<file path="src/rtl/hsec_pkg.sv">
package hsec_pkg;

    localparam int DATA_W = 8;
    localparam int CW_W   = 12;
    localparam int SYN_W  = 4;
    localparam int N_CHK  = 4;

    typedef logic [DATA_W-1:0] data_t;
    typedef logic [CW_W-1:0]   cw_t;
    typedef logic [SYN_W-1:0]  syn_t;

    typedef struct packed {
        data_t data;
        cw_t   fixed_cw;
        logic  corr;
        logic  uncorr;
    } dec_t;

    // Position p (1-based) is a check position when p is a power of two.
    function automatic logic is_check_pos(input int p);
        return ((p & (p - 1)) == 0);
    endfunction

    // All codeword positions whose index has bit k set.
    function automatic cw_t cover_mask(input int k);
        cw_t m = '0;
        for (int p = 1; p <= CW_W; p++)
            if (((p >> k) & 1) == 1) m[p-1] = 1'b1;
        return m;
    endfunction

    function automatic cw_t scatter(input data_t d);
        cw_t c = '0;
        int  j = 0;
        for (int p = 1; p <= CW_W; p++)
            if (!is_check_pos(p)) begin
                c[p-1] = d[j];
                j = j + 1;
            end
        return c;
    endfunction

    function automatic data_t gather(input cw_t c);
        data_t d = '0;
        int    j = 0;
        for (int p = 1; p <= CW_W; p++)
            if (!is_check_pos(p)) begin
                d[j] = c[p-1];
                j = j + 1;
            end
        return d;
    endfunction

    function automatic cw_t encode(input data_t d);
        cw_t c = scatter(d);
        for (int k = 0; k < N_CHK; k++)
            c[(1 << k) - 1] = ^(c & cover_mask(k));
        return c;
    endfunction

    function automatic syn_t syndrome(input cw_t c);
        syn_t s = '0;
        for (int k = 0; k < N_CHK; k++)
            s[k] = ^(c & cover_mask(k));
        return s;
    endfunction

endpackage

</file>
<file path="src/rtl/hsec_encode.sv">
module hsec_encode
    import hsec_pkg::*;
(
    input  data_t data,
    output cw_t   cw
);
    always_comb cw = encode(data);
endmodule

</file>
<file path="src/rtl/hsec_decode.sv">
module hsec_decode
    import hsec_pkg::*;
(
    input  cw_t  cw,
    output dec_t dec
);
    syn_t syn;
    int   pos;

    always_comb begin
        syn          = syndrome(cw);
        pos          = int'(syn);
        dec.fixed_cw = cw;
        dec.corr     = 1'b0;
        dec.uncorr   = 1'b0;
        if (pos >= 1 && pos <= CW_W) begin
            dec.fixed_cw[pos-1] = ~cw[pos-1];
            dec.corr            = 1'b1;
        end else if (pos > CW_W) begin
            dec.uncorr = 1'b1;
        end
        dec.data = gather(dec.fixed_cw);
    end
endmodule

</file>
<file path="src/rtl/hsec_store.sv">
module hsec_store
    import hsec_pkg::*;
#(
    parameter int DEPTH = 16,
    localparam int AW   = $clog2(DEPTH)
) (
    input  logic          clk,
    input  logic          rst,
    input  logic          we,
    input  logic [AW-1:0] waddr,
    input  cw_t           wcw,
    input  logic          flip_en,
    input  logic [AW-1:0] flip_addr,
    input  syn_t          flip_pos,
    input  logic [AW-1:0] raddr,
    output cw_t           rcw
);
    localparam syn_t LAST_POS = SYN_W'(CW_W);

    cw_t  words [DEPTH];
    logic flip_ok;

    assign flip_ok = flip_en && (flip_pos != '0) && (flip_pos <= LAST_POS);

    always_ff @(posedge clk) begin
        if (rst) begin
            for (int i = 0; i < DEPTH; i++) words[i] <= '0;
        end else if (we) begin
            words[waddr] <= wcw;
        end else if (flip_ok) begin
            words[flip_addr][flip_pos - 4'd1] <= ~words[flip_addr][flip_pos - 4'd1];
        end
    end

    assign rcw = words[raddr];
endmodule

</file>
<file path="src/rtl/hsec_mem.sv">
module hsec_mem
    import hsec_pkg::*;
#(
    parameter int DEPTH = 16,
    localparam int AW   = $clog2(DEPTH)
) (
    input  logic          clk,
    input  logic          rst,
    input  logic          wr_en,
    input  logic          rd_en,
    input  logic [AW-1:0] addr,
    input  logic [7:0]    wdata,
    input  logic          flip_en,
    input  logic [3:0]    flip_pos,
    output logic [7:0]    rdata,
    output logic          rvalid,
    output logic          err_corr,
    output logic          err_uncorr,
    output logic          busy
);
    logic          wr_acc, fl_acc, rd_acc;
    logic          rd_pend;
    logic [AW-1:0] rd_addr_q;
    cw_t           rd_cw_q;
    cw_t           enc_cw, st_rcw, st_wcw;
    logic [AW-1:0] st_waddr;
    dec_t          dec;

    // A repair write owns the cycle; then write > flip > read.
    assign busy   = rd_pend && dec.corr;
    assign wr_acc = wr_en && !busy;
    assign fl_acc = flip_en && !busy && !wr_en;
    assign rd_acc = rd_en && !busy && !wr_en && !flip_en;

    assign st_waddr = busy ? rd_addr_q : addr;
    assign st_wcw   = busy ? dec.fixed_cw : enc_cw;

    hsec_encode u_enc (
        .data (wdata),
        .cw   (enc_cw)
    );

    hsec_store #(.DEPTH(DEPTH)) u_store (
        .clk       (clk),
        .rst       (rst),
        .we        (busy || wr_acc),
        .waddr     (st_waddr),
        .wcw       (st_wcw),
        .flip_en   (fl_acc),
        .flip_addr (addr),
        .flip_pos  (flip_pos),
        .raddr     (addr),
        .rcw       (st_rcw)
    );

    hsec_decode u_dec (
        .cw  (rd_cw_q),
        .dec (dec)
    );

    always_ff @(posedge clk) begin
        if (rst) begin
            rd_pend    <= 1'b0;
            rd_addr_q  <= '0;
            rd_cw_q    <= '0;
            rdata      <= '0;
            rvalid     <= 1'b0;
            err_corr   <= 1'b0;
            err_uncorr <= 1'b0;
        end else begin
            rd_pend    <= rd_acc;
            if (rd_acc) begin
                rd_addr_q <= addr;
                rd_cw_q   <= st_rcw;
            end
            rvalid     <= rd_pend;
            err_corr   <= rd_pend && dec.corr;
            err_uncorr <= rd_pend && dec.uncorr;
            if (rd_pend) rdata <= dec.data;
        end
    end
endmodule

</file>
<file path="config.mk">
export PLATFORM = sky130hd
export DESIGN_NAME = hsec_mem
export DESIGN_NICKNAME = d
export VERILOG_FILES = /design/src/rtl/hsec_pkg.sv /design/src/rtl/hsec_encode.sv /design/src/rtl/hsec_decode.sv /design/src/rtl/hsec_store.sv /design/src/rtl/hsec_mem.sv
export SDC_FILE = /design/constraint.sdc
export NUM_CORES = 1
export LEC_CHECK = 0
export BUFFER_PORTS_ARGS = -buffer_cell sky130_fd_sc_hd__buf_2
export CAP_MARGIN = 15
export CORE_ASPECT_RATIO = 0.75
export CORE_MARGIN = 4
export CORE_UTILIZATION = 55
export DETAILED_ROUTE_END_ITERATION = 8
export HOLD_SLACK_MARGIN = 0.1
export PLACE_DENSITY = 0.74
export SLEW_MARGIN = 10
export SYNTH_ARGS = -nofsm -noshare
export SYNTH_HDL_FRONTEND = slang
export SYNTH_SLANG_ARGS = --single-unit
</file>
<file path="constraint.sdc">
create_clock -name clk -period 4.1 [get_ports clk]
set_input_delay 0.41 -clock clk [delete_from_list [all_inputs] [get_ports clk]]
set_output_delay 0.41 -clock clk [all_outputs]
set_load 0.01 [all_outputs]
</file>
* Word level (Yosys, flattened, before mapping)
Memory sizes are Yosys's and may differ from the RTL's. Cells that the tools add are included.
Word-level totals: memories 1, register bits after elaboration 28, logic and storage cells 78, output and inout bits 12, input port bits 21, bits in writable memories 192
Memory list:
- u_store.words | words 16, bits a word 12, rd ports 1, clocked after Yosys merged registers in 0, write ports 16, line hsec_store.sv:20 | cw_t words [DEPTH];
Cells by class: add/subtract/negate cells 2, bitwise operators 2, order comparisons 8, reductions and logical operators 28, mux-type cells 30
Operator list (count):
- parity 12 bit | 8
- two-way mux 12 bit | 5
- >= comparator 32 x 1 -> 1 bit (second input constant) | 1
- < comparator 32 x 6 -> 1 bit (second input constant) | 1
- OR reduction 12 bit | 2
- two-way mux 1 bit | 16
- logical AND 1 bit | 13
- two-way mux 13 bit | 1
- bitwise mux 12 bit | 1
- two-way mux 4 bit | 3
- binary-select mux 1 bit (select 4 bit) | 2
- demux 1 bit (select 4 bit) | 2
- >= comparator 4 x 1 -> 1 bit (second input constant) | 2
- <= comparator 4 bit (second input constant) | 2
- < comparator 4 x 5 -> 1 bit (second input constant) | 1
- subtractor 4 x 1 -> 5 bit (second input constant) | 1
- > comparator 4 bit (second input constant) | 1
- nonzero test 4 bit | 1
- subtractor 4 x 1 -> 4 bit (second input constant) | 1
- zero test 1 bit | 3
- inverter 1 bit | 2
- logical OR 1 bit | 1

* Logic depth before layout (Yosys ltp)
Gate-level depths: netlist (run 1).
depth in word-level cells 20, depth in mapped cells 14, depth with buffers taken out 12

* Modules after synthesis
From an unflattened synthesis (run 1), not the netlist that was laid out.
Second synthesis, totals: cells, all modules 1252, area total of the unflattened synthesis 15098.2 sq um
Modules (own cells, without submodules):
- hsec_store | times used 1, seq. area each 5765.5 sq um, cells each 1013, area an instance 12819.8 sq um
- hsec_mem | times used 1, seq. area each 560.5 sq um, cells each 126, area an instance 1362.6 sq um
- hsec_decode | times used 1, seq. area each 0.0 sq um, cells each 95, area an instance 740.7 sq um
- hsec_encode | times used 1, seq. area each 0.0 sq um, cells each 18, area an instance 175.2 sq um

* Least setup slack after synthesis (run 1)
OpenSTA, ideal clock, no wires.
path type register to register, from register rd_cw_q[6] (read register of u_store.words), to memory u_store.words[15][0] (netlist name), enable pin, setup time 0.291 ns, slack 0.268 ns, clock period less this slack 3.832 ns, stages on the path, launching flop included 14, arrival 3.542 ns, path through dfxtp_1 -> xor2_1 -> xnor2_1 -> xnor2_1 -> inv_1 -> ha_1 -> nor3_1 -> o21ai_0 -> nand2_1 -> buf_2 -> buf_2 -> mux2i_1 -> clkbuf_1 -> a21o_1
RTL lines:
- start: declaration | line hsec_mem.sv:24 | cw_t rd_cw_q;
- end: declaration | line hsec_store.sv:20

==> flow_metrics.py, run 1 <==
metrics = {
    "setup_path": {
        "endpoint_kind": "flop",
        "path_class": "flop to flop",
        "crit_family": "compound AO/OA/AOI/OAI gates",
        "cp_cell_sequence": "xor2_1 -> xnor2_1 -> xnor2_1 -> buf_4 -> ha_1 -> nand3b_1 -> and2_1 -> nand2_2 -> buf_12 -> o21ai_4 -> o221ai_2 -> nor2_1",
        "critPathArrivalTime_ns": 4.20,
        "slowest_delay_ns": 0.70,
        "cp_slowest_cell": "o221ai_2",
        "cpMostUsedCell": "xnor2_1",
        "crit_buf_inv": 2,
        "critPathMaxFanout": 53,
        "cp.required_ns": 4.33,
        "critPathLaunchType": "flop",
    },
    "route": {
        "ant_nets": 0,
        "drc_errors": 0,
        "wl_um": 42000,
        "wl_per_cell_um": 27.0,
        "route.vias.total": 10600,
        "drtPass1Iterations": 6,
        "drtIter0Drc": 1491,
        "via_per_inst": 6.79,
    },
    "sta": {
        "setup_violations": 0,
        "fin_crit_sh_pct": 96.9,
        "worst_slew_pin_slew_ns": 1.11,
        "rsz0062_at_grt": "yes",
        "worst_slack_ns": 0.128,
        "holdWs_ns": 0.320,
        "clock.fmax_ghz": 0.252,
        "slew_headroom_pct": 25.9,
        "hold_violations": 0,
        "fin_worst_skew_ns": 0.0226,
        "period_minus_slack_ns": 3.97,
        "drv_slew": 0,
    },
    "global_routing": {
        "antenna_found_initial": 0,
        "grt_pass1_vias": 10200,
        "grt.overflow.total": 0,
        "grt_pass1_wl_um": 63100,
        "track_usage_pct": 31.1,
        "grt_max_degree": 80,
    },
    "yosys": {
        "synth_top_flop_cell": "edfxtp_1",
        "yosys_warnings": 0,
        "ys_async_sr_fraction_pct": 0,
        "synth.distinct_cells": 60,
        "ys_seq_area_share_pct": 47.8,
        "syn_inst": 1220,
        "ys_seq_elements": 220,
        "postSynthAreaPerCell_sq_um": 10.8,
        "syn_nets": 1251,
        "synth_edf_count": 192,
        "synth_area_sq_mm": 0.0132,
    },
    "status": {
        "status": "finished clean",
    },
    "placed_design": {
        "place_hpwl_um": 27900,
        "place_congestion": 1.05,
        "place.port_buffers": 32,
        "placed_cell_area_sq_mm": 0.0139,
        "pre_cts_ws_ns": 0.163,
    },
    "run": {
        "cap_violations": 0,
    },
    "floorplan": {
        "io_pins": 33,
        "die_h_um": 142,
        "rows": 48,
        "core_sq_mm": 0.0234,
        "start_util_pct": 56.7,
        "dieArea_sq_mm": 0.0266,
        "die_x_um": 187,
    },
    "clocking": {
        "clockBufferDepth": 3,
        "cts.clk_slew.worst_paths_ns": 0.07,
        "holdBufCountCts": 0,
        "numClockSinks": 220,
        "cts_tree": "done",
        "htreeDepth": 1,
        "numCtsBuffers": 23,
        "clock-root-buffer": "clkbuf_16",
        "worstSkewPairLatency_ns": 0.53,
    },
    "finish": {
        "final_common_cell": "edfxtp_1",
        "final_cell_mix": "edfxtp_1 (192), a21o_1 (163), nor2_1 (145)",
        "nets": 1272,
        "syn_to_final_growth_pct": 10.8,
        "fillerInstances": 1871,
        "layout-drive-gt1-share_pct": 20.0,
        "final_area_sq_mm": 0.0147,
        "antenna_cells": 0,
    },
    "power": {
        "vdd_drop_max_uv": 286,
        "totalPowerFinal_uw": 5610,
        "powerDensity_mw_per_mm2": 383,
        "p_leak_uw": 0.00603,
    },
    "min_path": {
        "hold_path_class": "primary input to flop",
    },
}
-- final cells by class --
cell class              count  area, sq um  area share, %
well taps                 300          375           2.56
inverters                  16         60.1          0.410
multi-input cells         867         6370           43.5
repair buffers            113          815           5.56
clock inverters            11          111          0.760
flip-flops and latches    220         6330           43.2
clock buffers              29          598           4.08
-- registers in the layout, indices dropped and copies added, names as in the netlist --
| signal | count |
|---|---|
| rd_pend | 1 |
| rd_addr_q | 4 |
| rd_cw_q | 12 |
| err_uncorr | 1 |
| err_corr | 1 |
| rdata | 8 |
| rvalid | 1 |
| u_store.words | 192 |
-- power by group --
part / total, uW / switching, uW / internal (uW)
Combinational: 1010 / 646 / 366
Clock: 2050 / 888 / 1160
Sequential: 2550 / 33.2 / 2520
Total: 5610 / 1570 / 4050
-- per-stage QoR --
| stage | utilization, % | std cells | TNS (ns) |
|---|---|---|---|
| global placement | 59.7 | 1516 | 0 |
| detailed placement | 59.7 | 1516 | 0 |
| floorplan | - | 1220 | 0 |
| global route | 62.7 | 1556 | -0.0566 |
| finish | 62.7 | 1556 | 0 |
| CTS | 62.7 | 1556 | 0 |
-- per-layer routing --
metal	GRT usage (%)	vias to the layer above	part of all wire (%)
met1	43.3	5195	39
met4	11.4	0	4.3
met3	9.29	126	13
met5	0	-	0
li1	-	4573	-
met2	46.8	677	44
-- Yosys cell counts, types with 14 or more instances --
cell	count	area share, %
nor2_1	145	4.1
buf_2	33	1.2
mux4_2	47	8.0
inv_1	14	0.40
xnor2_1	22	1.5
edfxtp_1	192	44
a21oi_1	75	2.8
clkbuf_1	77	2.2
nor3_1	43	1.6
nand2_1	79	2.2
mux2_2	25	2.1
a21o_1	163	9.2
mux2i_1	33	2.5
nand2b_1	45	2.1
o21ai_0	14	0.53
dfxtp_1	28	4.2
-- kinds of logic after synthesis --
| logic type | Yosys count | synth area share (%) |
|---|---|---|
| buffers and inverters | 133 | 4.17 |
| XOR/XNOR | 34 | 2.51 |
| multiplexers | 105 | 12.6 |
| flip-flops | 220 | 47.8 |
| AO/OA/AOI/OAI | 337 | 18.3 |
| adder cells (fa/ha/maj) | 10 | 0.945 |
| AND/OR/NAND/NOR | 381 | 13.6 |
-- repair_timing --
action | CTS | global route
gates resized for setup | 0 | 0
hold endpoints to repair | 0 | 0
setup buffers | 0 | 0
endpoints found under the setup margin | 0 | 4
-- final timing paths --
check / start / endpoint / slack, ns / cells after the start
hold / removal: rst / rdata[3] / 0.32 / 2
hold reg to reg: rdata[0] / rdata[0] / 0.47 / 2
setup / recovery: rd_cw_q[0] / u_store.words[14][4] / 0.13 / 12
setup reg to reg: rd_cw_q[0] / u_store.words[14][4] / 0.13 / 12
No activity file was read; power rests on OpenSTA's default activity.
==> run 2, diff against run 1 <==
--- a/config.mk
+++ b/config.mk
@@ -12,7 +12,7 @@
 export CORE_UTILIZATION = 55
 export DETAILED_ROUTE_END_ITERATION = 8
 export HOLD_SLACK_MARGIN = 0.1
-export PLACE_DENSITY = 0.74
+export PLACE_DENSITY = 0.72
 export SLEW_MARGIN = 10
 export SYNTH_ARGS = -nofsm -noshare
 export SYNTH_HDL_FRONTEND = slang
==> constraint.sdc (replaced) <==
create_clock -name clk -period 4.8 [get_ports clk]
set_input_delay 0.48 -clock clk [delete_from_list [all_inputs] [get_ports clk]]
set_output_delay 0.48 -clock clk [all_outputs]
set_load 0.01 [all_outputs]
==> flow_metrics.py, run 2 (synthesis results as in run 1) <==
metrics = {
    "finish": {
        "final_cell_mix": "edfxtp_1 (192), a21o_1 (163), nor2_1 (145)",
        "regMostFlops": "u_store.words",
        "final_common_cell": "edfxtp_1",
        "fillerInstances": 1888,
        "largest_reg_flops": 192,
        "antenna_cells": 0,
        "final_core_util_pct": 62.7,
        "largestRegisters": "u_store.words (192), rd_cw_q (12), rdata (8)",
        "nets": 1262,
        "syn_to_final_growth_pct": 10.7,
        "layout-drive-gt1-share_pct": 19.4,
    },
    "clocking": {
        "post_cts_buffers": 0,
        "htreeDepth": 1,
        "numCtsBuffers": 23,
        "cts.clk_slew.worst_paths_ns": 0.07,
        "post_cts_resized": 0,
        "cts_tree": "done",
        "holdBufCountCts": 0,
        "clockBufferDepth": 3,
        "numClockSinks": 220,
        "clock-root-buffer": "clkbuf_16",
        "worstSkewPairLatency_ns": 0.53,
    },
    "setup_path": {
        "critPathMaxFanout": 53,
        "cp_slowest_cell": "nand3_1",
        "crit_path_start": "rd_cw_q[4]",
        "reg2reg_depth": 13,
        "critPathLaunchType": "flop",
        "cp_cell_sequence": "xor2_1 -> xnor2_1 -> buf_4 -> xnor2_1 -> inv_1 -> ha_1 -> nor3_1 -> o21ai_0 -> nand2_2 -> buf_12 -> nand3_1 -> a21o_1 -> a21oi_1",
        "critPathArrivalTime_ns": 4.53,
        "endpoint_kind": "flop",
        "cp.required_ns": 5.24,
        "reg2reg_from": "rd_cw_q[4]",
        "cpMostUsedCell": "xnor2_1",
        "rrSetupSlack_ns": 0.71,
        "crit_end": "rd_cw_q[5]",
        "slowest_delay_ns": 0.65,
        "path_class": "flop to flop",
        "reg2reg_to": "rd_cw_q[5]",
    },
    "global_routing": {
        "grt.overflow.total": 0,
        "grt_pass1_wl_um": 62100,
        "grt_pass1_vias": 9940,
        "grt_max_degree": 130,
        "antenna_found_initial": 2,
        "track_usage_pct": 30.7,
    },
    "sta": {
        "hold_violations": 0,
        "clock.fmax_ghz": 0.244,
        "slew_headroom_pct": 29.1,
        "rsz0062_at_grt": "no",
        "fin_worst_skew_ns": 0.0296,
        "fin_crit_sh_pct": 85.3,
        "tns_ns": 0,
        "period_minus_slack_ns": 4.09,
        "setup_violations": 0,
        "worst_slew_pin_slew_ns": 1.06,
        "drv_slew": 0,
    },
    "power": {
        "totalPowerFinal_uw": 4960,
        "vdd_drop_max_uv": 241,
        "p_leak_uw": 0.00600,
        "powerDensity_mw_per_mm2": 339,
    },
    "route": {
        "route.vias.total": 10500,
        "drtIter0Drc": 1698,
        "via_per_inst": 6.80,
        "wl_per_cell_um": 26.9,
        "ant_nets": 0,
        "wl_um": 41700,
        "drtPass1Iterations": 6,
        "drc_errors": 0,
    },
    "floorplan": {
        "io_pins": 33,
        "dieArea_sq_mm": 0.0266,
        "start_util_pct": 56.7,
        "core_sq_mm": 0.0234,
        "die_h_um": 142,
        "die_x_um": 187,
        "rows": 48,
    },
    "placed_design": {
        "place_congestion": 1.05,
        "place.port_buffers": 32,
        "place_hpwl_um": 27700,
    },
    "run": {
        "cap_violations": 0,
    },
    "status": {
        "status": "finished clean",
    },
    "min_path": {
        "hold_path_class": "primary input to flop",
    },
}
## run 2: metal layers
metal / up-vias / track usage (%) / share of wire, %
met5: - / 0 / 0.065
li1: 4568 / - / -
met1: 5155 / 44.9 / 41
met2: 690 / 45.8 / 43
met4: 4 / 9.65 / 3.6
met3: 117 / 7.53 / 12
## run 2: critical path, delay by kind of cell (launching register included)
family	cells	cell delay, ns
AO/OA/AOI/OAI	3	0.76
XOR/XNOR	3	0.83
buffers and inverters	3	0.60
flip-flops	1	0.43
AND/OR/NAND/NOR	3	1.06
adder cells (fa/ha/maj)	1	0.31
## run 2: per-stage QoR
stage / cells / setup slack (ns) / hold WS, ns / area (sq um)
after detailed placement: 1506 / 0.777 / 0.458 / 13800
after CTS: 1548 / 0.807 / 0.443 / 14600
after floorplan: 1220 / 0.968 / 0.472 / 13200
final: 1548 / 0.707 / 0.434 / 14600
after global placement: 1506 / 0.839 / 0.458 / 13800
after global routing: 1548 / 0.502 / 0.476 / 14600
## run 2: cell type report
type,count,area [sq um],share of cell area [%]
clock buffer,30,632,4.31
clock inverter,12,168,1.14
inverter,16,60.1,0.410
multi-input combinational,867,6370,43.5
sequential,220,6330,43.2
tap,300,375,2.56
timing repair buffer,103,714,4.88
## run 2: power by group
part,leakage (uW),switching [uW],internal (uW),total [uW]
combinational,0.00340,546,306,852
sequential,0.00221,30.8,2150,2180
clock,0.000392,779,1150,1920
## run 2: worst min path at each step
| stage | startpoint | slack [ns] | end | depth (start not counted) |
|---|---|---|---|---|
| 3_5_place_dp | rdata[5] | 0.46 | rdata[5] | 2 |
| 5_1_grt | addr[2] | 0.48 | rd_addr_q[2] | 3 |
| 2_1_floorplan | rd_cw_q[1] | 0.47 | rd_cw_q[1] | 2 |
| 6_report | addr[2] | 0.43 | rd_addr_q[2] | 3 |
| 3_3_place_gp | rdata[5] | 0.46 | rdata[5] | 2 |
| 4_1_cts | addr[2] | 0.44 | rd_addr_q[2] | 3 |
